===== config.mk =====
export PLATFORM = sky130hd
export DESIGN_NAME = scl_clkgen
export DESIGN_NICKNAME = d
export VERILOG_FILES = /design/src/rtl/sclgen_pkg.sv /design/src/rtl/sclgen_regs.sv /design/src/rtl/sclgen_prescale.sv /design/src/rtl/sclgen_phase.sv /design/src/rtl/scl_clkgen.sv
export SDC_FILE = /design/constraint.sdc
export NUM_CORES = 1
export LEC_CHECK = 0
export CAP_MARGIN = 15
export CELL_PAD_IN_SITES_DETAIL_PLACEMENT = 2
export CELL_PAD_IN_SITES_GLOBAL_PLACEMENT = 2
export CORE_UTILIZATION = 40
export DETAILED_ROUTE_END_ITERATION = 6
export PLACE_DENSITY_LB_ADDON = 0.1
export SLEW_MARGIN = 10
export SYNTH_ARGS = -nofsm -noshare
export SYNTH_HDL_FRONTEND = slang
export SYNTH_SLANG_ARGS = --single-unit

===== constraint.sdc =====
create_clock -name clk -period 4.2 [get_ports clk]
set_input_delay 1.26 -clock clk [delete_from_list [all_inputs] [get_ports clk]]
set_output_delay 1.26 -clock clk [all_outputs]
set_load 0.01 [all_outputs]

===== src/rtl/sclgen_pkg.sv =====
package sclgen_pkg;
  localparam logic [7:0] ADDR_LOW  = 8'h0C;
  localparam logic [7:0] ADDR_HIGH = 8'h10;
  localparam logic [7:0] ADDR_MODE = 8'h24;
  localparam logic [7:0] ADDR_PSC  = 8'h30;
  localparam int         RUN_BIT   = 5;

  typedef enum logic [1:0] {PH_IDLE, PH_LOW, PH_HIGH} phase_e;

  // Phase stretch chosen by the prescaler setting.
  function automatic logic [2:0] stretch_of(input logic psc_is0, input logic psc_is1);
    if (psc_is0)      return 3'd7;
    else if (psc_is1) return 3'd6;
    else              return 3'd5;
  endfunction
endpackage


===== src/rtl/sclgen_regs.sv =====
module sclgen_regs #(
  parameter int DW = 16,
  parameter int AW = 8
) (
  input  logic          clk,
  input  logic          rst_n,
  input  logic          we,
  input  logic [AW-1:0] addr,
  input  logic [DW-1:0] wdata,
  output logic [DW-1:0] rdata,
  output logic [DW-1:0] psc,
  output logic [DW-1:0] low_cnt,
  output logic [DW-1:0] high_cnt,
  output logic          run
);
  import sclgen_pkg::*;

  localparam logic [AW-1:0] A_LOW  = AW'(ADDR_LOW);
  localparam logic [AW-1:0] A_HIGH = AW'(ADDR_HIGH);
  localparam logic [AW-1:0] A_MODE = AW'(ADDR_MODE);
  localparam logic [AW-1:0] A_PSC  = AW'(ADDR_PSC);

  always_ff @(posedge clk or negedge rst_n) begin
    if (!rst_n) begin
      psc      <= '0;
      low_cnt  <= '0;
      high_cnt <= '0;
      run      <= 1'b0;
    end else if (we) begin
      if (addr == A_PSC)  psc      <= wdata;
      if (addr == A_LOW)  low_cnt  <= wdata;
      if (addr == A_HIGH) high_cnt <= wdata;
      if (addr == A_MODE) run      <= wdata[RUN_BIT];
    end
  end

  always_comb begin
    rdata = '0;
    if (addr == A_PSC)       rdata = psc;
    else if (addr == A_LOW)  rdata = low_cnt;
    else if (addr == A_HIGH) rdata = high_cnt;
    else if (addr == A_MODE) rdata[RUN_BIT] = run;
  end
endmodule


===== src/rtl/sclgen_prescale.sv =====
module sclgen_prescale #(
  parameter int DW = 16
) (
  input  logic          clk,
  input  logic          rst_n,
  input  logic          clear,
  input  logic [DW-1:0] div,
  output logic          tick
);
  logic [DW-1:0] cnt;

  assign tick = !clear && (cnt == div);

  always_ff @(posedge clk or negedge rst_n) begin
    if (!rst_n)           cnt <= '0;
    else if (clear)       cnt <= '0;
    else if (cnt == div)  cnt <= '0;
    else                  cnt <= cnt + 1'b1;
  end
endmodule


===== src/rtl/sclgen_phase.sv =====
module sclgen_phase #(
  parameter int DW = 16
) (
  input  logic          clk,
  input  logic          rst_n,
  input  logic          run,
  input  logic          tick,
  input  logic [DW-1:0] psc_r,
  input  logic [DW-1:0] low_r,
  input  logic [DW-1:0] high_r,
  output logic [DW-1:0] psc_s,
  output logic          idle,
  output logic          scl,
  output logic          lo_stb,
  output logic          hi_stb
);
  import sclgen_pkg::*;

  localparam int CW = DW + 1;

  phase_e        state;
  logic [DW-1:0] low_s, high_s;
  logic [CW-1:0] cnt;
  logic [CW-1:0] len_now;
  logic [2:0]    d_s;

  assign d_s     = stretch_of(psc_s == '0, psc_s == DW'(1));
  assign len_now = CW'(state == PH_LOW ? low_s : high_s) + CW'(d_s);
  assign idle    = (state == PH_IDLE);

  always_ff @(posedge clk or negedge rst_n) begin
    if (!rst_n) begin
      state  <= PH_IDLE;
      cnt    <= '0;
      psc_s  <= '0;
      low_s  <= '0;
      high_s <= '0;
      scl    <= 1'b1;
      lo_stb <= 1'b0;
      hi_stb <= 1'b0;
    end else begin
      lo_stb <= 1'b0;
      hi_stb <= 1'b0;
      if (state == PH_IDLE) begin
        scl    <= 1'b1;
        cnt    <= '0;
        psc_s  <= psc_r;
        low_s  <= low_r;
        high_s <= high_r;
        if (run) begin
          state  <= PH_LOW;
          scl    <= 1'b0;
          lo_stb <= 1'b1;
        end
      end else if (!run) begin
        state <= PH_IDLE;
        scl   <= 1'b1;
        cnt   <= '0;
      end else if (tick) begin
        if (cnt == len_now - 1'b1) begin
          cnt    <= '0;
          psc_s  <= psc_r;
          low_s  <= low_r;
          high_s <= high_r;
          if (state == PH_LOW) begin
            state  <= PH_HIGH;
            scl    <= 1'b1;
            hi_stb <= 1'b1;
          end else begin
            state  <= PH_LOW;
            scl    <= 1'b0;
            lo_stb <= 1'b1;
          end
        end else begin
          cnt <= cnt + 1'b1;
        end
      end
    end
  end
endmodule


===== src/rtl/scl_clkgen.sv =====
module scl_clkgen #(
  parameter int DW = 16,
  parameter int AW = 8
) (
  input  logic          clk,
  input  logic          rst_n,
  input  logic          reg_we,
  input  logic [AW-1:0] reg_addr,
  input  logic [DW-1:0] reg_wdata,
  output logic [DW-1:0] reg_rdata,
  output logic          scl,
  output logic          scl_low_start,
  output logic          scl_high_start
);
  logic [DW-1:0] psc_r, low_r, high_r, psc_s;
  logic          run_en, tick, idle;

  sclgen_regs #(.DW(DW), .AW(AW)) u_regs (
    .clk(clk), .rst_n(rst_n), .we(reg_we), .addr(reg_addr), .wdata(reg_wdata),
    .rdata(reg_rdata), .psc(psc_r), .low_cnt(low_r), .high_cnt(high_r), .run(run_en)
  );

  sclgen_prescale #(.DW(DW)) u_pre (
    .clk(clk), .rst_n(rst_n), .clear(idle), .div(psc_s), .tick(tick)
  );

  sclgen_phase #(.DW(DW)) u_phase (
    .clk(clk), .rst_n(rst_n), .run(run_en), .tick(tick),
    .psc_r(psc_r), .low_r(low_r), .high_r(high_r), .psc_s(psc_s), .idle(idle),
    .scl(scl), .lo_stb(scl_low_start), .hi_stb(scl_high_start)
  );
endmodule


* After elaboration in Yosys (flattened, before gate mapping)
Cells that the tools add are included.
Storage, ports and cells: register bits after elaboration 135, input bits 27, output and inout port bits 19
Operators by class: add/subtract/negate cells 4, eq/ne operators 11, muxes and demuxes 49, reductions and logical operators 14
Operator list (number):
- two-way mux 16 bit | 17
- two-way mux 17 bit | 4
- two-way mux 1 bit | 18
- adder 17 x 1 -> 17 bit, second input constant | 1
- adder 17 x 3 -> 17 bit | 1
- == test 17 bit | 1
- subtractor 17 x 1 -> 17 bit, second input constant | 1
- adder 16 x 1 -> 16 bit, second input constant | 1
- == test 16 x 1 -> 1 bit, second input constant | 1
- == test 16 bit | 1
- == test 8 x 6 -> 1 bit, second input constant | 2
- zero test 16 bit | 1
- two-way mux 2 bit | 8
- two-way mux 10 bit | 1
- AND reduction 2 bit | 5
- == test 8 x 4 -> 1 bit, second input constant | 1
- == test 8 x 5 -> 1 bit, second input constant | 1
- AND reduction 3 bit | 2
- nonzero test 2 bit | 3
- two-way mux 5 bit | 1
- != test 3 x 1 -> 1 bit, second input constant | 1
- != test 3 x 2 -> 1 bit, second input constant | 1
- == test 2 x 1 -> 1 bit, second input constant | 1
- zero test 2 bit | 1
- 3 further kinds | 3

* Longest topological paths before layout
Gate-level depths: netlist (run 1).
depth in word-level cells 10, depth in mapped cells 19, depth with buffers taken out 16

* Hierarchy
A second synthesis (run 1) with hierarchy kept.
Second synthesis, totals: cell total of the unflattened synthesis 625, area total of the unflattened synthesis 7258.2 sq um
By module, submodules not included:
- sclgen_phase | instances 1, cells an instance 355, area an instance 3942.5 sq um
- sclgen_regs | instances 1, cells an instance 170, area an instance 2352.3 sq um
- sclgen_prescale | instances 1, cells an instance 100, area an instance 963.4 sq um

* Worst setup path after synthesis (run 1)
OpenSTA, ideal clock, no wires.
path kind input-to-output, start in reg_addr[1], end out reg_rdata[10], arrival time 2770 ps, data required time 2940 ps, slack 170 ps, stages 6, cells stage by stage nor4_1 nand3b_1 nor3b_1 clkbuf_1 nand2_1 o21ai_0
On the way: longest elaborated chain between the ends 4, elaborated cells between the ends (all ways) 6
RTL lines:
- from (decl) | line scl_clkgen.sv:8 | input logic [AW-1:0] reg_addr,
- == test 8 x 5 -> 1 bit | line sclgen_regs.sv:41 | else if (addr == A_HIGH) rdata = high_cnt;
- two-way mux 10 bit | line sclgen_regs.sv:41
- two-way mux 16 bit | line sclgen_regs.sv:40 | else if (addr == A_LOW) rdata = low_cnt;
- two-way mux 16 bit (*) | line sclgen_regs.sv:39 | if (addr == A_PSC) rdata = psc;
- to (decl) | line scl_clkgen.sv:10 | output logic [DW-1:0] reg_rdata,
Every way passes the cells marked *; elsewhere a longest branch is shown, timed or not.

* Worst setup path after layout (run 1)
start reg u_phase.psc_s[14], end reg u_phase.low_s[9]
On the way: longest elaborated chain between the ends 8, elaborated cells between the ends (all ways) 12
RTL lines:
- from (decl) | line sclgen_phase.sv:11 | output logic [DW-1:0] psc_s,
- from (signal assigned) | line sclgen_phase.sv:47 | psc_s <= psc_r;
- from (signal assigned) | line sclgen_phase.sv:62 | psc_s <= psc_r;
- == test 16 x 1 -> 1 bit | line sclgen_phase.sv:27 | assign d_s = stretch_of(psc_s == '0, psc_s == DW'(1));
- two-way mux 2 bit | line sclgen_pkg.sv:13 | else if (psc_is1) return 3'd6;
- two-way mux 2 bit | line sclgen_pkg.sv:12 | if (psc_is0) return 3'd7;
- adder 17 x 3 -> 17 bit | line sclgen_phase.sv:28 | assign len_now = CW'(state == PH_LOW ? low_s : high_s) + CW'(d_s);
- subtractor 17 x 1 -> 17 bit | line sclgen_phase.sv:60 | if (cnt == len_now - 1'b1) begin
- == test 17 bit | line sclgen_phase.sv:60
- nonzero test 2 bit (no source line)
- AND reduction 3 bit (no source line) (*)
- to (signal assigned) | line sclgen_phase.sv:48 | low_s <= low_r;
- to (signal assigned) | line sclgen_phase.sv:63 | low_s <= low_r;
- to (decl) | line sclgen_phase.sv:22 | logic [DW-1:0] low_s, high_s;
Marks and branches as above. A chain may end at the register's enable or synchronous reset.

==> impl_metrics.ini, run 1 <==
[floorplanning]
die_area_um2 = 18100
start_util_pct = 40.9
die_w_um = 135
rows = 48
coreArea_um2 = 17200
pin_count = 46
die_y_um = 135

[power]
pwr-share-seq_pct = 39.9
p_int_mw = 2.51
clock_power_share_pct = 43.9
peakVddDrop_mv = 0.306
powerDensity_nw_per_um2 = 395
leakage_nw = 4.07
power_frac_comb_pct = 16.2
p_sw_share_pct = 28.6
switching_power_mw = 1.01

[clock_network]
hold_buffers = 0
cts_buffers = 17
h-tree-depth = 4
root_buffer = clkbuf_16
cts.sinks = 135
insertion_delay_ns = 0.44
cts_tree = yes
clockBufferDepth = 2
clkTransAtPathRegs_ns = 0.06

[global_route]
grt_pass1_vias = 5944
antenna_found_initial = 0
grt_pass1_wl_um = 33900
grt_max_degree = 83
grt_util_all_layers_pct = 25.2
grt-ovfl-total = 0

[worst_setup_path]
r2r_slack_ns = 0.002
crit_path_start_kind = flop
cp_data_arrival_time_ns = 4.51
path_max_fanout = 8
cp_num_buf_inv = 6
end_kind = flop
crit_path_max_incr_delay_ns = 0.41
crit_path_start = u_phase.psc_s[14]
setup.worst_path.class = flop to flop
timing.rr.end = u_phase.low_s[9]
critPathTopFamily = adder cells
rr_worst_depth = 18
crit_slowest_cell = dfrtp_1
crit_path_cell_trace = nor4_2, nand4_1, buf_6, ha_4, inv_4, ha_4, fa_2, buf_6, xnor2_2, xnor2_1, o2bb2ai_1, a211oi_1, inv_1, and4_4, a31oi_4, buf_12, buf_12, mux2_2
required_ns = 4.51
cp.depth = 18
timing.rr.start = u_phase.psc_s[14]

[synthesis]
yosysSeqAreaShare_pct = 48.0
synth_area_leaders = dfrtp_1 48%, mux2_2 12%, xnor2_1 5.7%
synthCells = 611
yosysTopAreaCell = dfrtp_1
yosysUniqueCellTypes = 55
synth_async_sr_flop_share_pct = 100
synth_area_um2 = 7040
synth_edf_count = 0
synth_nets = 645
yosys.area.top_type_share_pct = 47.6
synth_flop_cell = dfrtp_1
synth.avg_cell_area_um2 = 11.5
yosysWarnings = 0
synth_most_common_cell = dfrtp_1
synth-seq-cells = 135
synth_common_cells = 134 x dfrtp_1, 78 x mux2_2, 46 x xnor2_1

[final_layout]
drive_gt1_share_pct = 32.7
design_area_um2 = 8900
final-seq-area_um2 = 3380
finalNonFillerCells = 938
num_antenna_cells = 0
synthToLayoutAreaGrowth_pct = 26.4
fin_nets = 735
fillerInstances = 1658
multiInputGateArea_um2 = 3690

[place]
place_area_um2 = 7930
placedCellCount = 894
portBuffers = 45
dp_hpwl_um = 15000
dp_slack_ns = -0.577
gp_congestion = 0.750

[flow_run]
drv_cap = 0

[sta]
rsz0062_at_grt = true
worst_pin_slew_ns = 0.817
hold_slack_ns = 0.527
min_period_ns = 4.20
setup-violations-final = 0
relSlewSlack_pct = 45.5
timing.final.crit_share_pct = 100
final.setup_skew_ns = 0.00891
fmax_ghz = 0.238
worst_slack_ns = 0.00173
finalHoldViolCount = 0
fin_tns_setup_ns = 0
timing.final.max_slew_violations = 0

[drt]
wl_met3_um = 646
highest_layer = met4
ant_nets = 0
dr.pass1.iters = 4
vias = 5245
wirelength_met1_um = 9540
viasPerCell = 5.59
wl_um = 22700
drt_iter0_drc = 219
drc = 0
met2_wirelength_um = 12000
wl_per_cell_um = 24.2

[hold_path]
holdCritPathClass = flop to flop
holdCritStartpoint = u_phase.low_s[14]
min_path_cells = 1
hold_end = u_phase.low_s[14]

[status]
status = finished, final reports clean
-- power groups by stage --
stage	Combinational, mW	Sequential, mW	Clock, mW
after floorplan	0.286	1.40	0
after global placement	0.439	1.42	0
after detailed placement	0.468	1.42	0
after CTS	0.501	1.40	1.56
after global routing	0.607	1.41	1.62
final	0.568	1.40	1.54
-- cells in the final DEF (no fill, tap or decap), drive strengths merged, types with 3 or more instances in the layout --
master,count
nor2,33
a21oi,7
clkdlybuf4s50,24
and2,9
dfrtp,134
and4b,4
buf,65
a21o,7
nand2,36
xnor2,46
nor4,14
nand3,29
a31oi,5
nand4,13
clkbuf,20
a211oi,3
mux2,98
nor3,10
nor3b,4
o21ai,36
ha,6
and3,8
mux2i,29
xor2,11
nand2b,4
a31o,3
or3,3
clkinv,4
and4,4
inv,17
nand3b,3
-- metrics by stage --
step                power [mW]  util (%)
floorplan                 1.69         -
global placement          1.86      46.0
detailed placement        1.89      46.0
CTS                       3.46      49.9
global route              3.63      51.6
finish                    3.52      51.6
-- cell type report --
class / count / share of cell area (%)
repair buffers: 96 / 10.2
clock inverters: 14 / 1.88
inverters: 11 / 0.492
well taps: 225 / 3.16
clock buffers: 17 / 4.78
multi-input cells: 440 / 41.5
flip-flops and latches: 135 / 38.0
-- kinds of logic after synthesis --
| kind of cell | synth area share [%] |
|---|---|
| AND/OR/NAND/NOR | 13.6 |
| flip-flops | 48.0 |
| multiplexers | 20.9 |
| AO/OA/AOI/OAI | 6.25 |
| XOR/XNOR | 7.09 |
| buffers and inverters | 2.86 |
| adder cells (fa/ha/maj) | 1.35 |
-- worst max path at each step --
stage | end | slack [ns]
2_1_floorplan | reg_rdata[10] | 0.17
3_3_place_gp | reg_rdata[7] | -0.46
3_5_place_dp | reg_rdata[9] | -0.58
4_1_cts | reg_rdata[2] | -0.0008
5_1_grt | u_phase.low_s[9] | -0.13
6_report | u_phase.low_s[9] | 0.002
-- repair_timing --
action	CTS	global route
gates resized for setup	89	50
setup buffers	5	5
setup endpoints to repair	68	82
pin swaps	10	21
gates cloned	1	3
-- state kept, by name, indices dropped and copies added (netlist names) --
name / flops
u_phase.cnt: 17
u_phase.hi_stb: 1
u_phase.high_s: 16
u_phase.lo_stb: 1
u_phase.low_s: 16
u_phase.psc_s: 16
u_phase.scl: 1
u_phase.state: 2
u_pre.cnt: 16
u_regs.high_cnt: 16
u_regs.low_cnt: 16
u_regs.psc: 16
u_regs.run: 1
-- per-layer routing --
metal | global-route usage (%) | up-vias
li1 | - | 2366
met1 | 29.9 | 2782
met2 | 46.0 | 65
met3 | 4.35 | 32
met4 | 8.24 | 0
met5 | 0 | -
Note: power is estimated with default switching activity, not from simulation.
==> inputs of run 2 (changes only) <==
TNS_END_PERCENT = 1   (was unset)
==> impl_metrics.ini, run 2 (synthesis results as in run 1) <==
[final_layout]
multiInputGateArea_um2 = 3700
num_antenna_cells = 0
final_core_util_pct = 51.6
top_register = u_phase.cnt
design_area_um2 = 8900
largest_reg_flops = 17
fin_nets = 735
final-seq-area_um2 = 3380
synthToLayoutAreaGrowth_pct = 26.3
fillerInstances = 1653
final_cell_mix = 134 x dfrtp_1, 50 x mux2_2, 48 x mux2_4
final_common_cell = dfrtp_1
drive_gt1_share_pct = 32.0

[clock_network]
h-tree-depth = 4
clockBufferDepth = 2
insertion_delay_ns = 0.43
cts.sinks = 135
cts_tree = yes
cts_buffers = 17
hold_buffers = 0
root_buffer = clkbuf_16
clkTransAtPathRegs_ns = 0.07

[worst_setup_path]
cp_data_arrival_time_ns = 4.55
crit_path_max_incr_delay_ns = 0.42
required_ns = 4.51
setup.worst_path.class = flop to flop
crit_path_start_kind = flop
crit_slowest_cell = dfrtp_1
crit_path_cell_trace = nor4_2, nand4_1, buf_4, nor2_2, ha_2, inv_1, ha_4, fa_2, nand2_1, or3_4, nand2_1, o21ai_0, nor3b_2, and4_1, and4_4, a31oi_4, buf_12, clkbuf_16, mux2_4
path_max_fanout = 7
end_kind = flop
crit_top_cell = nand2_1
r2r_slack_ns = -0.04

[drt]
viasPerCell = 5.58
drt_iter0_drc = 254
ant_nets = 0
wl_um = 22600
dr.pass1.iters = 4
wl_per_cell_um = 24.1
drc = 0
vias = 5231

[sta]
timing.final.crit_share_pct = 101
worst_slack_ns = -0.0417
rsz0062_at_grt = true
fin_tns_setup_ns = -0.389
fmax_ghz = 0.236
worst_pin_slew_ns = 0.814
relSlewSlack_pct = 45.7
timing.final.max_slew_violations = 0
min_period_ns = 4.24
finalHoldViolCount = 0
final.setup_skew_ns = 0.00915
setup-violations-final = 30

[place]
dp_hpwl_um = 15000
portBuffers = 45
place_area_um2 = 7930
gp_congestion = 0.750
dp_slack_ns = -0.577

[floorplanning]
coreArea_um2 = 17200
die_area_um2 = 18100
pin_count = 46
die_w_um = 135
start_util_pct = 40.9
die_y_um = 135
rows = 48

[power]
p_sw_share_pct = 28.4
switching_power_mw = 0.999
power_mw = 3.51
power_frac_comb_pct = 16.2
leakage_nw = 4.08
p_int_mw = 2.52
powerDensity_nw_per_um2 = 395
pwr-share-seq_pct = 39.9
clock_power_share_pct = 43.9
peakVddDrop_mv = 0.300

[flow_run]
drv_cap = 0

[global_route]
grt_max_degree = 83
grt_pass1_wl_um = 33900
grt_pass1_vias = 5928
grt-ovfl-total = 0
grt_util_all_layers_pct = 25.2
antenna_found_initial = 1

[status]
violations = setup timing
status = complete, but fails checks

[hold_path]
holdCritPathClass = flop to flop
run 2: worst paths after layout:
check,from,to,cells past startpoint
hold / removal,u_phase.high_s[1],u_phase.high_s[1],1
setup / recovery,u_phase.psc_s[7],u_phase.low_s[9],19
max in group asynchronous,rst_n,u_phase.high_s[10],2
hold reg to reg,u_phase.high_s[1],u_phase.high_s[1],1
min in group asynchronous,rst_n,u_phase.state[1],1
setup reg to reg,u_phase.psc_s[7],u_phase.low_s[9],19
run 2: worst max-delay path, delay by kind of cell, from the launching register on:
family | cells | cell delay [ns]
and+or+nand+nor | 9 | 1.68
adders and majority gates | 3 | 0.75
buffers and inverters | 4 | 0.66
DFF | 1 | 0.42
muxes | 1 | 0.31
AOI/OAI and AO/OA | 2 | 0.28
run 2: layout make-up:
cell class	count	area share (%)
Clock buffer	17	4.78
Clock inverter	14	1.88
Timing Repair Buffer	96	10.2
Tap cell	225	3.16
Sequential cell	135	38.0
Multi-Input combinational cell	440	41.5
Inverter	11	0.464
run 2: power groups by stage:
stage               clock [mW]  sequential, mW  combinational [mW]
detailed placement           0            1.42               0.468
global placement             0            1.42               0.439
CTS                       1.56            1.40               0.490
global route              1.62            1.41               0.610
finish                    1.54            1.40               0.568
floorplan                    0            1.40               0.286
run 2: metal layers:
metal	GRT usage (%)	share of wire, %	routed length [µm]
met4	8.74	1.7	377
met2	45.9	53	12000
met1	29.7	43	9800
met3	4.39	2.0	443
met5	0	0	0
run 2: metrics by stage:
| stage | hold WS, ns | instances |
|---|---|---|
| 3_3_place_gp | 0.492 | 894 |
| 6_report | 0.522 | 938 |
| 5_1_grt | 0.542 | 938 |
| 4_1_cts | 0.524 | 928 |
| 2_1_floorplan | 0.479 | 611 |
| 3_5_place_dp | 0.507 | 894 |
run 2: repair_timing:
item / in CTS / in global routing
gates cloned: 1 / 3
pin swaps: 4 / 17
setup endpoints to repair: 68 / 78
resized for setup: 86 / 53
setup buffers: 2 / 8
==> inputs of run 3 (changes only) <==
CELL_PAD_IN_SITES_DETAIL_PLACEMENT = unset   (was 2)
CELL_PAD_IN_SITES_GLOBAL_PLACEMENT = unset   (was 2)
CORE_UTILIZATION = 55   (was 40)
PLACE_DENSITY = 0.75   (was unset)
PLACE_DENSITY_LB_ADDON = unset   (was 0.1)
SLEW_MARGIN = 15   (was 10)
==> impl_metrics.ini, run 3 (synthesis results as in run 1) <==
[sta]
worst_pin_slew_ns = 0.618
hold_slack_ns = 0.512
setup-violations-final = 0
fin_tns_setup_ns = 0
finalHoldViolCount = 0
min_period_ns = 4.16
timing.final.crit_share_pct = 99.0
relSlewSlack_pct = 58.4
fmax_ghz = 0.241
rsz0062_at_grt = true
final.setup_skew_ns = 0.0108
timing.final.max_slew_violations = 0

[floorplanning]
die_y_um = 115
die_area_um2 = 13300
rows = 40
start_util_pct = 57.4
die_w_um = 115
pin_count = 46
coreArea_um2 = 12300

[power]
powerDensity_nw_per_um2 = 388
peakVddDrop_mv = 0.360
leakage_nw = 4.05
power_mw = 3.42

[global_route]
grt_util_all_layers_pct = 28.1
antenna_found_initial = 0
grt_pass1_wl_um = 27700
use_met2_pct = 46.7
top_usage_layer = met2
grt_use_met1_pct = 36.1
grt_pass1_vias = 5335
grt_max_degree = 58
met3_usage_pct = 6.75
grt-ovfl-total = 0

[worst_setup_path]
crit_slowest_cell = clkdlybuf4s50_1
crit_path_start_kind = input port
end_kind = output pin
crit_path_cell_trace = clkdlybuf4s50_1, nand3b_1, nor3b_4, buf_6, buf_4, nand2_1, o21ai_0, clkdlybuf4s15_2
crit_path_max_incr_delay_ns = 0.43
setup.worst_path.class = input port to output pin
cp_data_arrival_time_ns = 2.90
path_max_fanout = 3
required_ns = 2.94

[drt]
vias = 5265
ant_nets = 0
wl_um = 18500
drc = 0
dr.pass1.iters = 5
wl_per_cell_um = 21.2
viasPerCell = 6.03
drt_iter0_drc = 480

[place]
place_area_um2 = 7760
dp_hpwl_um = 11400
placedCellCount = 822
portBuffers = 45
gp_congestion = 0.871

[clock_network]
clkTransAtPathRegs_ns = 0.05
hold_buffers = 0
cts_tree = yes
h-tree-depth = 4
cts_buffers = 17
clockBufferDepth = 2
insertion_delay_ns = 0.42
cts.sinks = 135
root_buffer = clkbuf_16

[hold_path]
holdCritPathClass = flop to flop

[final_layout]
top_register = u_phase.cnt
final_cell_mix = 134 x dfrtp_1, 53 x mux2_2, 45 x xnor2_1, 45 x mux2_4, 34 x nand2_1
drive_gt1_share_pct = 30.8
final_common_cell = dfrtp_1
fin_nets = 728
largest_reg_flops = 17
finalNonFillerCells = 873
num_antenna_cells = 0
design_area_um2 = 8810
synthToLayoutAreaGrowth_pct = 25.0

[flow_run]
drv_cap = 0

[status]
status = finished, final reports clean
## run 3: cell count changes in the layout (fill, tap and decap cells not counted), sizes merged
cell / previous run / this run
clkinv: 4 / 5
clkdlybuf4s15: 0 / 5
clkbuf: 21 / 26
bufinv: 2 / 3
dlymetal6s2s: 2 / 0
clkinvlp: 2 / 1
inv: 17 / 13
buf: 64 / 51
## run 3: power by group
group	leakage [nW]	total, mW	internal [mW]	switching, mW
combinational	1.89	0.497	0.241	0.256
clock	0.295	1.52	0.960	0.557
sequential	1.86	1.40	1.35	0.0537
## run 3: critical path, delay by kind of cell
kind	cells	cell delay [ns]
buffers and inverters	4	0.95
AND/OR/NAND/NOR	3	0.58
AO/OA/AOI/OAI	1	0.11
## run 3: area by class of cell
type | count | area [µm²]
clock buffer | 19 | 453
multi-input combinational | 440 | 3690
clock inverter | 11 | 148
sequential | 135 | 3380
timing repair buffer | 89 | 888
fill | 832 | 3450
tap | 168 | 210
inverter | 11 | 41.3
## run 3: stage by stage
stage          setup WS [ns]  utilization (%)
3_3_place_gp          -0.436             63.3
4_1_cts             -0.00321             68.9
5_1_grt              -0.0810             71.8
6_report              0.0428             71.8
3_5_place_dp          -0.538             63.3
2_1_floorplan          0.170                -
## run 3: worst paths after layout
| path | from | slack (ns) | depth (start not counted) | end |
|---|---|---|---|---|
| max | reg_addr[4] | 0.04 | 8 | reg_rdata[2] |
| min | u_phase.high_s[0] | 0.51 | 1 | u_phase.high_s[0] |
| min reg2reg | u_phase.high_s[0] | 0.51 | 1 | u_phase.high_s[0] |
| min in group asynchronous | rst_n | 0.87 | 1 | u_phase.cnt[5] |
| max in group asynchronous | rst_n | 2.48 | 2 | u_regs.low_cnt[4] |
| max reg2reg | u_phase.psc_s[10] | 0.07 | 17 | u_phase.high_s[15] |
## run 3: timing repair
| action | 4_1_cts | 5_1_grt |
|---|---|---|
| endpoints found under the setup margin | 64 | 79 |
| gates resized for setup | 70 | 54 |
| pin swaps | 6 | 17 |
| cloned | 2 | 6 |
| buffers inserted | 10 | 3 |
## run 3: layer usage
layer	vias to the layer above	wire length [µm]
li1	2362	-
met1	2684	7700
met2	178	9320
met3	41	1050
met4	0	445
met5	-	0
